## config.mk

```make
export PLATFORM = sky130hd
export DESIGN_NAME = dma_addr_gen
export DESIGN_NICKNAME = d
export VERILOG_FILES = /design/src/rtl/dma_ag_pkg.sv /design/src/rtl/dma_ag_chan.sv /design/src/rtl/dma_ag_prio.sv /design/src/rtl/dma_addr_gen.sv
export SDC_FILE = /design/constraint.sdc
export NUM_CORES = 2
export LEC_CHECK = 0
export ABC_AREA = 0
export BUFFER_PORTS_ARGS = -buffer_cell sky130_fd_sc_hd__buf_4
export CAP_MARGIN = 20
export CORE_ASPECT_RATIO = 1.2
export CORE_MARGIN = 2
export CORE_UTILIZATION = 50
export CTS_CLUSTER_SIZE = 14
export DETAILED_ROUTE_END_ITERATION = 10
export PLACE_DENSITY_LB_ADDON = 0.1
export SYNTH_ARGS = -nofsm -noshare
export SYNTH_HDL_FRONTEND = slang
export SYNTH_SLANG_ARGS = --single-unit
```

## constraint.sdc

```tcl
create_clock -name clk -period 2.78 [get_ports clk]
set_input_delay 0.278 -clock clk [delete_from_list [all_inputs] [get_ports clk]]
set_output_delay 0.278 -clock clk [all_outputs]
set_load 0.005 [all_outputs]
```

## src/rtl/dma_ag_pkg.sv

```systemverilog
package dma_ag_pkg;
  typedef enum logic [2:0] {
    K_BASE_ADDR = 3'd0,
    K_BASE_CNT  = 3'd1,
    K_PAGE      = 3'd2,
    K_MODE      = 3'd3,
    K_MASK      = 3'd4,
    K_SWREQ     = 3'd5
  } wr_kind_e;
endpackage

```

## src/rtl/dma_ag_chan.sv

```systemverilog
module dma_ag_chan
  import dma_ag_pkg::*;
#(
  parameter int AW       = 16,
  parameter int PW       = 8,
  parameter int CW       = 16,
  parameter bit IS_WORD  = 1'b0,
  parameter bit RESERVED = 1'b0
) (
  input  logic          clk,
  input  logic          rst_n,
  input  logic          wr_sel,
  input  logic [2:0]    wr_kind,
  input  logic [AW-1:0] wr_data,
  input  logic          hw_req,
  input  logic          step,
  output logic          req_act,
  output logic [PW+AW-1:0] addr_out,
  output logic          at_tc,
  output logic          auto_o,
  output logic          mask_o,
  output logic [AW-1:0] cur_addr_o
);
  logic [AW-1:0] base_a, cur_a;
  logic [CW-1:0] base_c, cur_c;
  logic [PW-1:0] page;
  logic          auto_q, mask_q, swr_q;
  logic          wr_ok;

  // byte: page above the address; word: address shifted up one place
  function automatic logic [PW+AW-1:0] form_addr(input logic [PW-1:0] pg,
                                                 input logic [AW-1:0] a);
    if (IS_WORD) form_addr = {pg[PW-1:1], a, 1'b0};
    else         form_addr = {pg, a};
  endfunction

  assign wr_ok      = wr_sel && !RESERVED;
  assign at_tc      = (cur_c == '0);
  assign req_act    = !RESERVED && !mask_q && (hw_req || swr_q);
  assign addr_out   = form_addr(page, cur_a);
  assign auto_o     = auto_q;
  assign mask_o     = mask_q;
  assign cur_addr_o = cur_a;

  always_ff @(posedge clk) begin
    if (!rst_n) begin
      base_a <= '0; cur_a <= '0; base_c <= '0; cur_c <= '0;
      page <= '0; auto_q <= 1'b0; mask_q <= 1'b1; swr_q <= 1'b0;
    end else begin
      if (wr_ok) begin
        case (wr_kind)
          K_BASE_ADDR: begin base_a <= wr_data; cur_a <= wr_data; end
          K_BASE_CNT:  begin base_c <= CW'(wr_data); cur_c <= CW'(wr_data); end
          K_PAGE:      page   <= wr_data[PW-1:0];
          K_MODE:      auto_q <= wr_data[0];
          K_MASK:      mask_q <= wr_data[0];
          K_SWREQ:     swr_q  <= wr_data[0];
          default: ;
        endcase
      end
      // stepping is placed after the write so it wins on a collision
      if (step) begin
        if (at_tc) begin
          swr_q <= 1'b0;
          if (auto_q) begin
            cur_a <= base_a;
            cur_c <= base_c;
          end else begin
            mask_q <= 1'b1;
            cur_a  <= cur_a + 1'b1;
            cur_c  <= cur_c - 1'b1;
          end
        end else begin
          cur_a <= cur_a + 1'b1;
          cur_c <= cur_c - 1'b1;
        end
      end
    end
  end
endmodule

```

## src/rtl/dma_ag_prio.sv

```systemverilog
module dma_ag_prio #(
  parameter int NCH = 8,
  localparam int IW = $clog2(NCH)
) (
  input  logic [NCH-1:0] req,
  output logic [NCH-1:0] gnt_vec,
  output logic [IW-1:0]  gnt_idx,
  output logic           any
);
  always_comb begin
    gnt_idx = '0;
    for (int i = NCH - 1; i >= 0; i--) begin
      if (req[i]) gnt_idx = i[IW-1:0];
    end
    any     = |req;
    gnt_vec = any ? (NCH'(1) << gnt_idx) : '0;
  end
endmodule

```

## src/rtl/dma_addr_gen.sv

```systemverilog
module dma_addr_gen
  import dma_ag_pkg::*;
#(
  parameter int NCH     = 8,
  parameter int CASC_CH = 4,
  parameter int AW      = 16,
  parameter int PW      = 8,
  parameter int CW      = 16,
  localparam int IW     = $clog2(NCH),
  localparam int BW     = PW + AW
) (
  input  logic          clk,
  input  logic          rst_n,
  input  logic          wr_en,
  input  logic [2:0]    wr_kind,
  input  logic [IW-1:0] wr_ch,
  input  logic [AW-1:0] wr_data,
  input  logic [NCH-1:0] hw_req,
  input  logic          xfer_stb,
  output logic          grant_valid,
  output logic [IW-1:0] grant_ch,
  output logic [BW-1:0] bus_addr,
  output logic          xfer_word,
  output logic          tc
);
  logic [NCH-1:0] req_vec, gnt_vec, tc_vec, auto_vec, mask_vec, step_vec;
  logic [BW-1:0]  addr_arr [NCH];
  logic [AW-1:0]  cura_arr [NCH];
  logic [AW-1:0]  cur_addr_sel;
  logic           step_fire, tc_fire;

  for (genvar c = 0; c < NCH; c++) begin : g_ch
    dma_ag_chan #(
      .AW(AW), .PW(PW), .CW(CW),
      .IS_WORD(c > CASC_CH), .RESERVED(c == CASC_CH)
    ) chan_i (
      .clk       (clk),
      .rst_n     (rst_n),
      .wr_sel    (wr_en && (wr_ch == IW'(c))),
      .wr_kind   (wr_kind),
      .wr_data   (wr_data),
      .hw_req    (hw_req[c]),
      .step      (step_vec[c]),
      .req_act   (req_vec[c]),
      .addr_out  (addr_arr[c]),
      .at_tc     (tc_vec[c]),
      .auto_o    (auto_vec[c]),
      .mask_o    (mask_vec[c]),
      .cur_addr_o(cura_arr[c])
    );
  end

  dma_ag_prio #(.NCH(NCH)) prio_i (
    .req    (req_vec),
    .gnt_vec(gnt_vec),
    .gnt_idx(grant_ch),
    .any    (grant_valid)
  );

  assign step_vec     = gnt_vec & {NCH{xfer_stb}};
  assign step_fire    = xfer_stb && grant_valid;
  assign tc           = grant_valid && tc_vec[grant_ch];
  assign tc_fire      = step_fire && tc;
  assign bus_addr     = addr_arr[grant_ch];
  assign cur_addr_sel = cura_arr[grant_ch];
  assign xfer_word    = grant_valid && (grant_ch > IW'(CASC_CH));
endmodule

```

Word-level counts from Yosys, hierarchy flattened
Index checks and enable logic that the tools add are counted.
{"block": "op_classes", "n_shift": 1, "n_mul": 0, "eq_ne": 11, "n_div": 0, "n_reduce_logical": 104, "magnitude_cmp": 3, "n_mux": 134, "addsub": 16, "bitwise": 2}
{"operator": "16-bit two-way mux", "count": 58}
{"operator": "16-bit by 1-bit adder with 16-bit output, second input constant", "count": 8}
{"operator": "16-bit zero test", "count": 8}
{"operator": "16-bit by 1-bit subtractor with 16-bit output, second input constant", "count": 8}
{"operator": "2-bit AND reduction", "count": 42}
{"operator": "24-bit binary-select mux with 3-bit select", "count": 1}
{"operator": "1-bit two-way mux", "count": 64}
{"operator": "24-bit two-way mux", "count": 2}
{"operator": "2-bit nonzero test", "count": 21}
{"operator": "3-bit two-way mux", "count": 7}
{"operator": "1-bit logical AND", "count": 16}
{"operator": "3-bit equality test, second input constant", "count": 5}
{"operator": "3-bit by 2-bit equality test with 1-bit output, second input constant", "count": 4}
{"operator": "8-bit AND", "count": 1}
{"operator": "8-bit two-way mux", "count": 1}
{"operator": "1-bit by 3-bit << shifter with 8-bit output, first input constant", "count": 1}
{"operator": "1-bit zero test", "count": 7}
{"operator": "1-bit logical OR", "count": 7}
{"operator": "7-bit OR reduction", "count": 1}
{"operator": "3-bit by 1-bit equality test with 1-bit output, second input constant", "count": 2}
{"operator": "3-bit zero test", "count": 2}
{"operator": "4-bit greater-or-equal comparator, second input constant", "count": 1}
{"operator": "3-bit by 4-bit less-than comparator with 1-bit output, second input constant", "count": 1}
{"operator": "3-bit NOT with 4-bit output", "count": 1}
{"operator": "2 further kinds", "count": 2}
{"block": "totals", "mem_bits_ro": 0, "output_inout_bits": 30, "memories": 0, "ramBits": 0, "regBits": 557, "latchBits": 0, "word_cells": 329, "in_bits": 34}

Longest topological paths before layout
{"block": "depth", "word_depth": 14, "ltp_mapped": 10}

Cells and area by module
A second synthesis with hierarchy kept.
{"block": "unflattened", "hier_cells": 3625, "hier_area_um2": 30862.1}
{"mod": "dma_ag_chan (g_ch[0].chan_i ...)", "instances": 4, "cells_each": 462, "area_per_inst_um2": 3926.3}
{"mod": "dma_ag_chan (g_ch[5].chan_i ...)", "instances": 3, "cells_each": 482, "area_per_inst_um2": 3841.2}
{"mod": "dma_addr_gen", "instances": 1, "cells_each": 114, "area_per_inst_um2": 1816.7}
{"mod": "dma_ag_chan (g_ch[4].chan_i)", "instances": 1, "cells_each": 192, "area_per_inst_um2": 1675.4}
{"mod": "dma_ag_prio", "instances": 1, "cells_each": 25, "area_per_inst_um2": 141.4}

Worst setup path after synthesis
Ideal clock, no wire load.
{"block": "synth_path", "path_type": "register to output", "start": "reg g_ch[5].chan_i.swr_q", "end": "out bus_addr[10]", "stages_incl_launch_ff": 8, "t_arrival_ns": 2.309, "setup_slack_ns": 0.193, "path_cell_list": "dfxtp_1 -> o21ba_2 -> a211o_1 -> a31oi_2 -> buf_6 -> mux4_2 -> nand2_1 -> o221ai_1"}
{"block": "synth_via", "elab_chain_len": 11}
{"element": "from (decl)", "line": "dma_ag_chan.sv:27", "source": "logic auto_q, mask_q, swr_q;"}
{"element": "from (signal assigned)", "line": "dma_ag_chan.sv:57", "source": "K_SWREQ: swr_q <= wr_data[0];"}
{"element": "1-bit logical OR", "line": "dma_ag_chan.sv:39", "source": "assign req_act = !RESERVED && !mask_q && (hw_req || swr_q);"}
{"element": "1-bit logical AND", "line": "dma_ag_chan.sv:39"}
{"element": "3-bit two-way mux (5 in a row)", "line": "dma_ag_prio.sv:13", "source": "if (req[i]) gnt_idx = i[IW-1:0];"}
{"element": "3-bit NOT with 4-bit output"}
{"element": "24-bit binary-select mux with 3-bit select", "line": "dma_addr_gen.sv:64", "source": "assign bus_addr = addr_arr[grant_ch];"}
{"element": "24-bit two-way mux (implied by the code) (2 in a row)", "line": "dma_addr_gen.sv:64"}
{"element": "to (decl)", "line": "dma_addr_gen.sv:22", "source": "output logic [BW-1:0] bus_addr,"}
Every way passes these cells. The select of a mux whose other input is x is not followed.

Final worst setup path
{"block": "layout_path", "start": "reg g_ch[3].chan_i.swr_q", "end": "out bus_addr[11]"}
{"block": "layout_via", "elab_chain_len": 10}
{"element": "from (decl)", "line": "dma_ag_chan.sv:27"}
{"element": "from (signal assigned)", "line": "dma_ag_chan.sv:57"}
{"element": "1-bit logical OR", "line": "dma_ag_chan.sv:39"}
{"element": "1-bit logical AND", "line": "dma_ag_chan.sv:39"}
{"element": "3-bit two-way mux (4 in a row)", "line": "dma_ag_prio.sv:13"}
{"element": "3-bit NOT with 4-bit output"}
{"element": "24-bit binary-select mux with 3-bit select", "line": "dma_addr_gen.sv:64"}
{"element": "24-bit two-way mux (implied by the code) (2 in a row)", "line": "dma_addr_gen.sv:64"}
Every way passes these cells. The select of a mux whose other input is x is not followed.

==> results.yml <==
placed_design:
  port_buffers: 62
  gp_congestion: 0.9047
  place_hpwl_microns: 59610
  dp_slack_ns: 0.05974
cells_and_area:
  finalCoreUtilization_pct: 58.85
  nFillCells: 4995
  drive_gt1_share_pct: 12.51
  fin_nets: 3706
  syn2layout_area_growth_pct: 16.32
clock_network:
  cts_tree: "yes"
  cts_buffers: 59
  clk_path_buf_depth: 3
  hold_buffers: 0
  ctsHtreeMaxLevel: 2
  clockRootBuffer: "clkbuf_16"
  worstSkewPairLatency_ns: 0.64
  path_clk_slew_ns: 0.07
  cts_sinks: 554
global_route:
  grt_pass1_wl_microns: 146500
  antenna_found_initial: 2
  busiest_layer: "met2"
  grtUsageMet1_pct: 38.67
  grt_util_met2_pct: 52.68
  overflow: 0
  grt_usage_pct: 31.26
  gr-usage-met3_pct: 4.330
  grt_max_degree: 88
  grt_pass1_vias: 26240
critical_path:
  end_kind: "primary output"
  critPathSlowestCell: "mux4_2"
  crit_arrival_ns: 2.95
  start_kind: "flip-flop"
  required_ns: 2.50
  crit_type: "flip-flop to primary output"
  crit_family: "compound AO/OA/AOI/OAI gates"
  crit_chain: "o21ba_4, a211o_1, a31oi_4, buf_12, buf_12, mux4_2, nand2_2, o221ai_2, buf_4"
  crit_path_max_incr_delay_ns: 0.52
  path_max_fanout: 8
  crit_buf_inv: 3
  crit_top_cell: "buf_12"
yosys:
  syn_avg_cell_area_sq_um: 7.754
  synth.ff_latch_count: 554
  ys_types: 73
  yosysMostFrequentCell: "nand2_1"
  seq_area_frac_synth_pct: 39.07
  yosysWarnings: 0
  ys.flop_type: "dfxtp_1"
  synth-edff-count: 0
  async_reset_ff_share_pct: 0
  syn_nets: 3717
  syn_inst: 3661
  synthTopCellsByArea: "dfxtp_1 (39%), nand2_1 (12%), a21oi_1 (5.2%), mux2i_1 (3.9%), nor2_1 (3.6%)"
  syn_area_sq_um: 28390
  synthTopCellsByCount: "nand2_1 (883), dfxtp_1 (554), a21oi_1 (295), nor2_1 (276), clkbuf_1 (244)"
  synth_top_area_share_pct: 39.07
  yosys.area.top_type: "dfxtp_1"
floorplan:
  initial_core_util_pct: 50.60
  pin_count: 64
  row_count: 95
  die_h_microns: 265.0
  core_area_sq_um: 56100
  die-area_sq_um: 58700
  die_w_microns: 221.5
sta:
  finalCriticalPeriod_ns: 3.227
  worst_pin_slew_ns: 1.014
  fin_skew_ns: 0.03305
  finalSetupViolations: 25
  rsz0062_at_grt: "true"
  max_freq_mhz: 309.9
  slew_headroom_pct: 32.23
  drv_slew: 0
  finalHoldViolations: 0
  fin_ws_ns: -0.4472
  whs_ns: 0.1185
  fin_crit_sh_pct: 116.1
detailed_routing:
  drc_errors: 18
  vias_per_cell: 6.153
  dr_total_vias: 27260
  drtAntennaViolNets: 0
  totalWireLength_microns: 94720
  wl_per_cell_microns: 21.38
  drtIter0Drc: 2575
  first_pass_iters: 8
outcome:
  status: "finished with violations"
  violations: "DRC, setup timing"
pwr:
  ir_drop_v: 0.0004841
  power_density_nw_per_um2: 523.2
  leakage_nw: 13.23
run:
  maxCapViolCount: 0
hold_path:
  hold_path_class: "input port to flip-flop"
-- what timing repair did --
item                       in CTS  in global routing
setup endpoints to repair      26                 25
pin swaps                      25                 33
hold endpoints to repair        0                  0
gates cloned                    5                  0
gates resized for setup        93                 89
setup buffers                  12                 17
-- sequential cells by signal, indices dropped and copies added (netlist names) --
signal	count
g_ch.chan_i.page	53
g_ch.chan_i.mask_o	7
g_ch.chan_i.base_c	112
g_ch.chan_i.cur_c	128
g_ch.chan_i.cur_addr_o	128
g_ch.chan_i.base_a	112
g_ch.chan_i.auto_o	7
g_ch.chan_i.swr_q	7
-- power breakdown --
part | total, W | switching, W | internal, W
clock network | 0.00839 | 0.00347 | 0.00492
registers | 0.00801 | 0.0000376 | 0.00797
logic | 0.000869 | 0.000598 | 0.000272
total | 0.0173 | 0.00411 | 0.0132
-- tightest hold or removal path, delay by kind of cell --
family,cells,cell delay (ns)
buf+inv,1,0.25
simple gates,1,0.13
compound gates,1,0.06
-- final timing paths --
kind	startpoint	to	slack [ns]	depth (start not counted)
setup / recovery	g_ch[3].chan_i.swr_q	bus_addr[11]	-0.45	9
hold / removal	wr_data[15]	g_ch[2].chan_i.base_a[15]	0.12	3
setup reg to reg	g_ch[3].chan_i.swr_q	g_ch[7].chan_i.cur_c[2]	0.26	10
hold reg to reg	g_ch[2].chan_i.base_a[8]	g_ch[2].chan_i.base_a[8]	0.45	2
-- cell usage in the layout (no fill, tap or decap), drive strengths merged, types with 11 or more instances in the layout --
cell,count
o22ai,16
a21oi,295
o21ai,104
ha,22
nor3,45
and3,37
nor2b,16
xor2,74
o32ai,28
a221oi,16
o311ai,11
nor2,276
mux4,15
a31oi,20
nand4,41
a311oi,31
nand3,152
nand2,883
mux2i,111
o21a,37
o211a,15
buf,204
mux2,20
dfxtp,554
and2,41
a211oi,55
a21boi,124
or3,11
clkinv,14
o31ai,14
nor3b,11
o211ai,19
nor4,27
xnor2,102
or4,15
o221ai,21
clkbuf,94
inv,40
-- layer usage --
| metal | routed length (microns) | vias to the layer above |
|---|---|---|
| met5 | 0 | - |
| met1 | 38350 | 13230 |
| met3 | 6694 | 265 |
| met2 | 44470 | 1036 |
| met4 | 5210 | 0 |
| li1 | - | 12730 |
-- cell families after synthesis --
| logic type | synth area share, % |
|---|---|
| and+or+nand+nor | 25.18 |
| DFF | 39.07 |
| AOI/OAI and AO/OA | 19.02 |
| muxes | 5.924 |
| adders and majority gates | 0.9697 |
| buffers and inverters | 4.412 |
| xor gates and xnor gates | 5.430 |
-- layout make-up --
class                      count  area, sq um  share of cell area (%)
timing repair buffer         206         1948                   5.900
sequential                   554        11100                   33.61
clock buffer                  93         1886                   5.710
multi-input combinational   2788        16810                   50.91
inverter                      41        163.9                  0.4964
clock inverter                19        196.4                  0.5949
tap                          727        909.6                   2.755
antenna                        2        5.005                 0.01516
-- stage by stage --
step                      std cells  instance area (sq um)  TNS, ns  power, W
after floorplan                3661                  28390        0  0.008648
after global placement         4287                  29690        0  0.008986
after detailed placement       4287                  29690        0  0.008999
after CTS                      4413                  32400   -9.258   0.01734
after global routing           4429                  33020   -9.904   0.01770
final                          4430                  33020   -8.129   0.01727
No activity file was read; power rests on OpenSTA's default activity.
